--- config.mk ---
export PLATFORM = sky130hd
export DESIGN_NAME = sdcmd_engine
export DESIGN_NICKNAME = d
export VERILOG_FILES = /design/src/rtl/sdcmd_pkg.sv /design/src/rtl/sdcmd_tick.sv /design/src/rtl/sdcmd_token.sv /design/src/rtl/sdcmd_seq.sv /design/src/rtl/sdcmd_engine.sv
export SDC_FILE = /design/constraint.sdc
export NUM_CORES = 1
export LEC_CHECK = 0
export BUFFER_PORTS_ARGS = -buffer_cell sky130_fd_sc_hd__buf_2
export CORE_UTILIZATION = 60
export DETAILED_ROUTE_END_ITERATION = 8
export GPL_TIMING_DRIVEN = 0
export PLACE_DENSITY_LB_ADDON = 0.15
export SETUP_SLACK_MARGIN = 0.5
export SYNTH_ARGS = -nofsm -noshare
export SYNTH_HDL_FRONTEND = slang
export SYNTH_SLANG_ARGS = --single-unit
--- constraint.sdc ---
create_clock -name clk -period 14.1 [get_ports clk]
set_input_delay 4.23 -clock clk [delete_from_list [all_inputs] [get_ports clk]]
set_output_delay 4.23 -clock clk [all_outputs]
set_load 0.01 [all_outputs]
--- src/rtl/sdcmd_pkg.sv ---
package sdcmd_pkg;

  typedef enum logic [2:0] {
    ST_IDLE, ST_SEND, ST_WAITR, ST_RECV, ST_CHECK, ST_BUSY, ST_FIN
  } seq_state_t;

  localparam int TOKEN_BITS = 48;
  localparam int SHORT_BITS = 48;
  localparam int LONG_BITS  = 136;

  // command word bit positions
  localparam int CB_LONG = 9;
  localparam int CB_NONE = 10;
  localparam int CB_BUSY = 11;
  localparam int CB_RUN  = 15;
  localparam logic [11:0] CB_KEEP = 12'hEFF;

  // status bit positions
  localparam int HS_CRC = 4;
  localparam int HS_TMO = 6;

  // word offsets
  localparam int RA_CMD  = 0;
  localparam int RA_ARG  = 1;
  localparam int RA_TMO  = 2;
  localparam int RA_RSP0 = 4;
  localparam int RA_RSP1 = 5;
  localparam int RA_RSP2 = 6;
  localparam int RA_RSP3 = 7;
  localparam int RA_STAT = 8;

  function automatic logic [6:0] crc7_40(input logic [39:0] d);
    logic [6:0] c;
    logic       fb;
    c = 7'd0;
    for (int i = 39; i >= 0; i--) begin
      fb = d[i] ^ c[6];
      c  = {c[5:0], 1'b0} ^ (fb ? 7'h09 : 7'h00);
    end
    return c;
  endfunction

endpackage

--- src/rtl/sdcmd_tick.sv ---
module sdcmd_tick #(
  parameter int DIV = 4
) (
  input  logic clk,
  input  logic rst,
  output logic tick
);
  localparam int CW = (DIV > 2) ? $clog2(DIV) : 1;
  logic [CW-1:0] cnt;

  always_ff @(posedge clk) begin
    if (rst) begin
      cnt  <= '0;
      tick <= 1'b0;
    end else if (cnt == CW'(DIV - 1)) begin
      cnt  <= '0;
      tick <= 1'b1;
    end else begin
      cnt  <= cnt + 1'b1;
      tick <= 1'b0;
    end
  end
endmodule

--- src/rtl/sdcmd_token.sv ---
module sdcmd_token import sdcmd_pkg::*; (
  input  logic [5:0]            index,
  input  logic [31:0]           arg,
  output logic [TOKEN_BITS-1:0] token
);
  logic [39:0] head;
  assign head  = {2'b01, index, arg};
  assign token = {head, crc7_40(head), 1'b1};
endmodule

--- src/rtl/sdcmd_seq.sv ---
module sdcmd_seq import sdcmd_pkg::*; #(
  parameter int TMO_W = 24
) (
  input  logic                  clk,
  input  logic                  rst,
  input  logic                  tick,
  input  logic                  start,
  input  logic [TOKEN_BITS-1:0] token,
  input  logic                  rsp_none,
  input  logic                  rsp_long,
  input  logic                  busy_wait,
  input  logic [TMO_W-1:0]      tmo_limit,
  input  logic                  cmd_in,
  input  logic                  dat0_in,
  output logic                  cmd_out,
  output logic                  cmd_oe,
  output logic                  fin,
  output logic                  crc_err,
  output logic                  tmo_err,
  output logic                  rsp_we,
  output logic                  rsp_long_o,
  output logic [127:0]          rsp_bits
);
  seq_state_t            state;
  logic [TOKEN_BITS-1:0] tx_sh;
  logic [127:0]          rx_sh;
  logic [7:0]            bitcnt;
  logic [TMO_W-1:0]      tcnt;
  logic                  none_q, long_q, busy_q;
  logic [7:0]            rx_total;
  logic                  tmo_hit;

  assign rx_total = long_q ? 8'(LONG_BITS) : 8'(SHORT_BITS);
  assign tmo_hit  = (tcnt + TMO_W'(1)) >= tmo_limit;

  always_ff @(posedge clk) begin
    if (rst) begin
      state   <= ST_IDLE;
      tx_sh   <= '0;
      rx_sh   <= '0;
      bitcnt  <= '0;
      tcnt    <= '0;
      none_q  <= 1'b0;
      long_q  <= 1'b0;
      busy_q  <= 1'b0;
      cmd_out <= 1'b1;
      cmd_oe  <= 1'b0;
      crc_err <= 1'b0;
      tmo_err <= 1'b0;
    end else begin
      case (state)
        ST_IDLE: if (start) begin
          tx_sh   <= token;
          rx_sh   <= '0;
          bitcnt  <= '0;
          tcnt    <= '0;
          none_q  <= rsp_none;
          long_q  <= rsp_long & ~rsp_none;
          busy_q  <= busy_wait;
          crc_err <= 1'b0;
          tmo_err <= 1'b0;
          state   <= ST_SEND;
        end
        ST_SEND: if (tick) begin
          if (bitcnt == 8'(TOKEN_BITS)) begin
            cmd_oe  <= 1'b0;
            cmd_out <= 1'b1;
            state   <= none_q ? ST_FIN : ST_WAITR;
          end else begin
            cmd_oe  <= 1'b1;
            cmd_out <= tx_sh[TOKEN_BITS-1];
            tx_sh   <= {tx_sh[TOKEN_BITS-2:0], 1'b0};
            bitcnt  <= bitcnt + 1'b1;
          end
        end
        ST_WAITR: if (tick) begin
          if (!cmd_in) begin
            rx_sh  <= '0;
            bitcnt <= 8'd1;
            state  <= ST_RECV;
          end else if (tmo_hit) begin
            tmo_err <= 1'b1;
            state   <= ST_FIN;
          end else begin
            tcnt <= tcnt + 1'b1;
          end
        end
        ST_RECV: if (tick) begin
          rx_sh  <= {rx_sh[126:0], cmd_in};
          bitcnt <= bitcnt + 1'b1;
          if (bitcnt == rx_total - 8'd1) state <= ST_CHECK;
        end
        ST_CHECK: begin
          crc_err <= ~long_q && (crc7_40(rx_sh[47:8]) != rx_sh[7:1]);
          tcnt    <= '0;
          state   <= busy_q ? ST_BUSY : ST_FIN;
        end
        ST_BUSY: if (tick) begin
          if (dat0_in) begin
            state <= ST_FIN;
          end else if (tmo_hit) begin
            tmo_err <= 1'b1;
            state   <= ST_FIN;
          end else begin
            tcnt <= tcnt + 1'b1;
          end
        end
        ST_FIN:  state <= ST_IDLE;
        default: state <= ST_IDLE;
      endcase
    end
  end

  assign fin        = (state == ST_FIN);
  assign rsp_we     = (state == ST_CHECK);
  assign rsp_long_o = long_q;
  assign rsp_bits   = long_q ? rx_sh : {96'd0, rx_sh[39:8]};
endmodule

--- src/rtl/sdcmd_engine.sv ---
module sdcmd_engine import sdcmd_pkg::*; #(
  parameter int CLK_DIV = 4,
  parameter int TMO_W   = 24,
  parameter int ADDR_W  = 8
) (
  input  logic              clk,
  input  logic              rst,
  input  logic              bus_wr,
  input  logic [ADDR_W-1:0] bus_addr,
  input  logic [31:0]       bus_wdata,
  output logic [31:0]       bus_rdata,
  output logic              sd_clk_en,
  output logic              cmd_out,
  output logic              cmd_oe,
  input  logic              cmd_in,
  input  logic              dat0_in
);
  localparam int WSEL_W = ADDR_W - 2;

  logic [WSEL_W-1:0]     wsel;
  logic                  aligned;
  logic                  wr_cmd, wr_arg, wr_tmo, wr_stat, start;
  logic                  run_q, fail_q;
  logic [11:0]           cmd_f;
  logic [31:0]           arg_q;
  logic [TMO_W-1:0]      tmo_q;
  logic [15:0]           stat_q, stat_set, stat_clr;
  logic [31:0]           rsp_w [4];
  logic [TOKEN_BITS-1:0] token;
  logic                  tick, seq_fin, seq_crc, seq_tmo, rsp_we, rsp_long;
  logic [127:0]          rsp_bits;

  assign wsel    = bus_addr[ADDR_W-1:2];
  assign aligned = (bus_addr[1:0] == 2'b00);
  assign wr_cmd  = bus_wr && aligned && (wsel == WSEL_W'(RA_CMD)) && !run_q;
  assign wr_arg  = bus_wr && aligned && (wsel == WSEL_W'(RA_ARG));
  assign wr_tmo  = bus_wr && aligned && (wsel == WSEL_W'(RA_TMO));
  assign wr_stat = bus_wr && aligned && (wsel == WSEL_W'(RA_STAT));
  assign start   = wr_cmd && bus_wdata[CB_RUN];

  sdcmd_tick #(.DIV(CLK_DIV)) u_tick (.clk(clk), .rst(rst), .tick(tick));

  sdcmd_token u_token (.index(bus_wdata[5:0]), .arg(arg_q), .token(token));

  sdcmd_seq #(.TMO_W(TMO_W)) u_seq (
    .clk(clk), .rst(rst), .tick(tick), .start(start), .token(token),
    .rsp_none(bus_wdata[CB_NONE]), .rsp_long(bus_wdata[CB_LONG]),
    .busy_wait(bus_wdata[CB_BUSY]), .tmo_limit(tmo_q),
    .cmd_in(cmd_in), .dat0_in(dat0_in),
    .cmd_out(cmd_out), .cmd_oe(cmd_oe), .fin(seq_fin),
    .crc_err(seq_crc), .tmo_err(seq_tmo), .rsp_we(rsp_we),
    .rsp_long_o(rsp_long), .rsp_bits(rsp_bits)
  );

  assign sd_clk_en = tick;

  always_comb begin
    stat_set = '0;
    if (seq_fin) begin
      stat_set[HS_CRC] = seq_crc;
      stat_set[HS_TMO] = seq_tmo;
    end
    stat_clr = wr_stat ? bus_wdata[15:0] : 16'd0;
  end

  always_ff @(posedge clk) begin
    if (rst) begin
      run_q  <= 1'b0;
      fail_q <= 1'b0;
      cmd_f  <= '0;
      arg_q  <= '0;
      tmo_q  <= '0;
      stat_q <= '0;
    end else begin
      if (wr_cmd) cmd_f <= bus_wdata[11:0] & CB_KEEP;
      if (start) begin
        run_q  <= 1'b1;
        fail_q <= 1'b0;
      end else if (seq_fin) begin
        run_q  <= 1'b0;
        fail_q <= seq_tmo;
      end
      if (wr_arg) arg_q <= bus_wdata;
      if (wr_tmo) tmo_q <= bus_wdata[TMO_W-1:0];
      stat_q <= (stat_q & ~stat_clr) | stat_set;
    end
  end

  // response words: word 0 for any response, words 1..3 only for long ones
  for (genvar g = 0; g < 4; g++) begin : g_rsp
    always_ff @(posedge clk) begin
      if (rst) rsp_w[g] <= '0;
      else if (rsp_we && (g == 0 || rsp_long)) rsp_w[g] <= rsp_bits[32*g +: 32];
    end
  end

  always_ff @(posedge clk) begin
    if (rst) begin
      bus_rdata <= '0;
    end else if (!aligned) begin
      bus_rdata <= '0;
    end else begin
      case (int'(wsel))
        RA_CMD:  bus_rdata <= {16'd0, run_q, fail_q, 2'b00, cmd_f};
        RA_ARG:  bus_rdata <= arg_q;
        RA_TMO:  bus_rdata <= 32'(tmo_q);
        RA_RSP0: bus_rdata <= rsp_w[0];
        RA_RSP1: bus_rdata <= rsp_w[1];
        RA_RSP2: bus_rdata <= rsp_w[2];
        RA_RSP3: bus_rdata <= rsp_w[3];
        RA_STAT: bus_rdata <= {16'd0, stat_q};
        default: bus_rdata <= '0;
      endcase
    end
  end
endmodule

* Word-level counts from Yosys, hierarchy flattened
Memory sizes are Yosys's and may differ from the RTL's. Cells that the tools add are included.
Storage, ports and cells: flip-flop bits (word level) 338, memory bits (writable) 128, input bits 45, output and inout bits 35, word-level logic and storage cells 396, memories 1
Memory list:
- rsp_w | depth 4, width 32, rd ports 4, clocked after Yosys merged registers in 0, write ports 4, RTL line sdcmd_engine.sv:28 | logic [31:0] rsp_w [4];
Operators by class: add/subtract/negate cells 4, magnitude comparators 1, equality and inequality tests 28, muxes and demuxes 145, bitwise logic cells 164, reduce and logical (&&, ||, !) cells 32
Operator list (count):
- two-way mux 128 bit | 5
- XOR 7 bit | 74
- one-hot mux 128 bit (3 select lines) | 1
- two-way mux 4 bit | 78
- one-hot mux 32 bit (8 select lines) | 1
- two-way mux 24 bit | 6
- two-way mux 48 bit | 3
- two-way mux 32 bit | 4
- one-hot mux 24 bit (4 select lines) | 1
- one-hot mux 48 bit (2 select lines) | 1
- XOR 1 bit | 74
- two-way mux 8 bit | 7
- two-way mux 3 bit | 11
- one-hot mux 8 bit (4 select lines) | 1
- adder 24 x 1 -> 24 bit, second input constant | 1
- == test 6 x 3 -> 1 bit, second input constant | 4
- greater-or-equal comparator 24 bit | 1
- two-way mux 1 bit | 21
- inequality test 2 bit, second input constant | 9
- one-hot mux 3 bit (6 select lines) | 1
- AND 16 bit | 1
- two-way mux 16 bit | 1
- NOT 16 bit | 1
- bitwise OR 16 x 7 -> 16 bit | 1
- 37 further kinds | 66

* Depth between registers and ports, before layout
word-level depth 120, depth in mapped cells 18, depth with buffers taken out 16

* Modules after synthesis
From an unflattened synthesis, not the netlist that was laid out.
Unflattened totals: cells, all modules 2464, area, all modules 23895.4 µm²
By module, submodules not included:
- sdcmd_seq | times used 1, cells each 1427, area each 11662.4 µm², sequential area each 4364.2 µm²
- sdcmd_engine | times used 1, cells each 927, area each 10929.2 µm², sequential area each 6185.9 µm²
- sdcmd_token | times used 1, cells each 103, area each 1199.9 µm², sequential area each 0.0 µm²
- sdcmd_tick | times used 1, cells each 7, area each 103.8 µm², sequential area each 60.1 µm²

* Worst setup path before layout
OpenSTA, ideal clock, no wires.
kind input to register, start point input rst, end point memory rsp_w[1][0], enable pin, library setup time 453 ps, arrival time 6887 ps, data required time 13647 ps, slack 6760 ps, stages on the path 4, path buffers 3, cells stage by stage clkbuf_1 > clkbuf_1 > clkbuf_1 > a21o_1
RTL lines:
- start, declared | RTL line sdcmd_engine.sv:7 | input logic rst,
- end, declared | RTL line sdcmd_engine.sv:28

* Worst setup path after layout
start point input bus_addr[4], end point register u_seq.rx_sh[58]
Between the ends: cells in the longest elaborated chain, start to end 6
Ends and longest elaborated chain:
- start, declared | RTL line sdcmd_engine.sv:9 | input logic [ADDR_W-1:0] bus_addr,
- logical NOT 6 bit | RTL line sdcmd_engine.sv:35 | assign wr_cmd = bus_wr && aligned && (wsel == WSEL_W'(RA_CMD)) && !run_q;
- logical AND 1 bit (2 in a row) | RTL line sdcmd_engine.sv:35
- logical AND 1 bit | RTL line sdcmd_engine.sv:39 | assign start = wr_cmd && bus_wdata[CB_RUN];
- inequality test 2 bit (no line)
- AND reduction 5 bit (no line)
- end signal, assigned | RTL line sdcmd_seq.sv:89 | rx_sh <= {rx_sh[126:0], cmd_in};
- end, declared | RTL line sdcmd_seq.sv:26 | logic [127:0] rx_sh;
Every way passes these cells. A chain may end at the register's enable or synchronous reset.

==> flow_metrics.env <==
export IMPL_clock_path_buffers=3
export IMPL_dpl_worst_slack_ns=6.14
export IMPL_clkTransAtPathRegs_ns=0.06
export IMPL_synth_edf_count=128
export IMPL_cts_htree_levels=2
export IMPL_cts_root_buf="clkbuf_16"
export IMPL_fp_dieW_um=191
export IMPL_p_leak_uw=0.00801
export IMPL_fin_tns_setup_ns=0
export IMPL_hold_class="flop to flop"
export IMPL_cap_viol_max_count=0
export IMPL_final_setup_worst_slack_ns=6.55
export IMPL_vias=17700
export IMPL_area_growth_pct=11.7
export IMPL_hpwl_um=45600
export IMPL_final_cell_mix="355 x nand2_1, 338 x dfxtp_1, 300 x a21oi_1, 161 x nand3_1, 158 x clkbuf_1"
export IMPL_synth_top_area_share_pct=31.7
export IMPL_nNetsFinal=2471
export IMPL_period_needed_ns=7.55
export IMPL_start_util_pct=61.3
export IMPL_core_region_area_um2=34800
export IMPL_ctsResizeCount=0
export IMPL_async_flop_share_pct=0
export IMPL_clkSinkCount=466
export IMPL_rows=68
export IMPL_slew_headroom_pct=14.9
export IMPL_postRouteAntennaNets=0
export IMPL_worstMarginPinSlew_ns=1.27
export IMPL_synth_area_per_cell_um2=9.38
export IMPL_outcome="finished, final reports clean"
export IMPL_worstPathArrival_ns=8.05
export IMPL_rsz0062_at_grt="no"
export IMPL_max_stage_delay_ns=0.77
export IMPL_finalCritPeriodShare_pct=53.5
export IMPL_cts_hold_buf=0
export IMPL_gr_usage_all_layers_pct=33.7
export IMPL_synth_ff_type="dfxtp_1"
export IMPL_setup_viol=0
export IMPL_fin_skew_ns=0.0166
export IMPL_route_detailed_drc=0
export IMPL_crit_type="input pin to flop"
export IMPL_slew_viol_final=0
export IMPL_cp_required_ns=14.60
export IMPL_grt_pass1_vias=16400
export IMPL_first_iter_violations=1907
export IMPL_worstSetupStartpointType="input pin"
export IMPL_fillCellCount=2693
export IMPL_dieArea_um2=36300
export IMPL_ys_seq_area_share_pct=49.7
export IMPL_fmaxAchievable_mhz=133
export IMPL_grt_start_max_net_pins=63
export IMPL_cts_tree="yes"
export IMPL_grt_pass1_wl_um=93000
export IMPL_numPortBuffers=72
export IMPL_ys_seq_elements=466
export IMPL_critPathCaptureType="flop"
export IMPL_yosysWarnings=0
export IMPL_io_pins=80
export IMPL_worstPathMaxFanout=10
export IMPL_dr_pass1_iters=6
export IMPL_synth_cells=2275
export IMPL_mostFrequentLayoutCell="nand2_1"
export IMPL_layout_drive_gt1_share_pct=8.61
export IMPL_grt_overflow=0
export IMPL_post_cts_buffers=0
export IMPL_antenna_found_initial=1
export IMPL_worstSkewPairLatency_ns=0.59
export IMPL_ir_drop_mv=0.122
export IMPL_p_per_area_nw_per_um2=123
export IMPL_final_hold_violation_count=0
export IMPL_critPathSlowestCell="nor4_1"
export IMPL_die_y_um=191
export IMPL_synth_distinct_cells=67
export IMPL_synth_area_leaders="dfxtp_1 32%, edfxtp_1 18%, a21oi_1 7.0%, nand2_1 6.2%, xnor2_1 3.9%"
export IMPL_avgRoutedWirePerCell_um=21.4
export IMPL_synth_area_leader_cell="dfxtp_1"
export IMPL_synth_fp_nets=2348
export IMPL_viasPerCell=6.12
export IMPL_synth_area_um2=21300
export IMPL_cp_cell_sequence="buf_2, nor4_1, and4b_1, buf_2, nand3_1, o31ai_1, o21bai_1, a21oi_1, clkbuf_1, clkbuf_1, nand3_1, a21oi_1"
export IMPL_routed_wl_um=61800
export IMPL_numCtsBuffers=48
export IMPL_gp_congestion=0.999
==> registers in the layout, summed over array words and instances, names as in the netlist, 2 cells and up <==
register      count
u_tick.cnt        2
stat_q           16
u_seq.tcnt       24
cmd_f            11
u_seq.state       3
u_seq.bitcnt      8
rsp_w           128
bus_rdata        32
arg_q            32
u_seq.tx_sh      48
u_seq.rx_sh     128
tmo_q            24
==> per-layer routing <==
layer	vias to the layer above	wire (um)	global-route usage, %
met5	-	0	0
met4	0	2860	15.1
met3	179	5690	5.41
met2	911	29100	55.5
met1	8406	24200	43.5
li1	8202	-	-
==> metrics by stage <==
step | total power [uW] | hold WS, ns | utilization (%) | cells | instance area [um2]
2_1_floorplan | 1630 | 0.398 | - | 2275 | 21300
6_report | 2930 | 0.429 | 68.5 | 2894 | 23800
3_5_place_dp | 1730 | 0.417 | 64.1 | 2803 | 22300
3_3_place_gp | 1720 | 0.407 | 64.0 | 2802 | 22300
5_1_grt | 3000 | 0.451 | 68.5 | 2894 | 23800
4_1_cts | 2920 | 0.427 | 68.4 | 2893 | 23800
==> final cells by class <==
type	instances	area [um2]	share of cell area [%]
antenna	1	2.50	0.0105
buffer	178	691	2.90
clock buffer	65	1360	5.71
clock inverter	25	160	0.672
inverter	34	128	0.536
multi-input combinational	1597	9910	41.6
sequential	466	10600	44.5
tap	455	569	2.39
timing repair buffer	73	388	1.63
==> where the power goes <==
part	internal (uW)	switching, uW	leakage, uW
Sequential	1390	9.26	0.00396
Clock	680	544	0.000762
Combinational	92.9	210	0.00328
Total	2170	763	0.00801
==> worst max-delay path: cells and delay by family <==
family,cells,cell delay [ns]
buffers and inverters,4,1.51
and+or+nand+nor,4,1.39
AOI/OAI and AO/OA,4,0.93
==> final timing paths <==
kind | startpoint | end | slack [ns] | cells past startpoint
max | bus_addr[4] | u_seq.rx_sh[58] | 6.55 | 12
min | u_tick.cnt[0] | u_tick.cnt[0] | 0.43 | 1
max reg2reg | u_seq.tcnt[0] | u_seq.tcnt[16] | 9.19 | 16
min reg2reg | u_tick.cnt[0] | u_tick.cnt[0] | 0.43 | 1
==> cells by family after synthesis <==
group / Yosys count / synth area share, %
and+or+nand+nor: 824 / 18.0
AOI/OAI and AO/OA: 504 / 14.1
DFF: 466 / 49.7
buffers and inverters: 212 / 3.84
xor gates and xnor gates: 158 / 7.93
muxes: 83 / 4.71
adders and majority gates: 28 / 1.64
==> Yosys cell counts, types with 14 or more instances <==
master	number
inv_1	34
and2_1	105
nor2_1	97
mux2i_1	61
nand2_1	355
o211ai_1	17
a22oi_1	87
clkbuf_1	150
ha_1	28
nand4_1	14
nor3_1	16
a21o_1	16
a21oi_1	300
o21ai_0	18
buf_1	16
nand2b_1	25
dfxtp_1	338
xor2_1	38
edfxtp_1	128
a31oi_1	21
nand3_1	161
xnor2_1	94
Note: power is estimated with default switching activity, not from simulation.
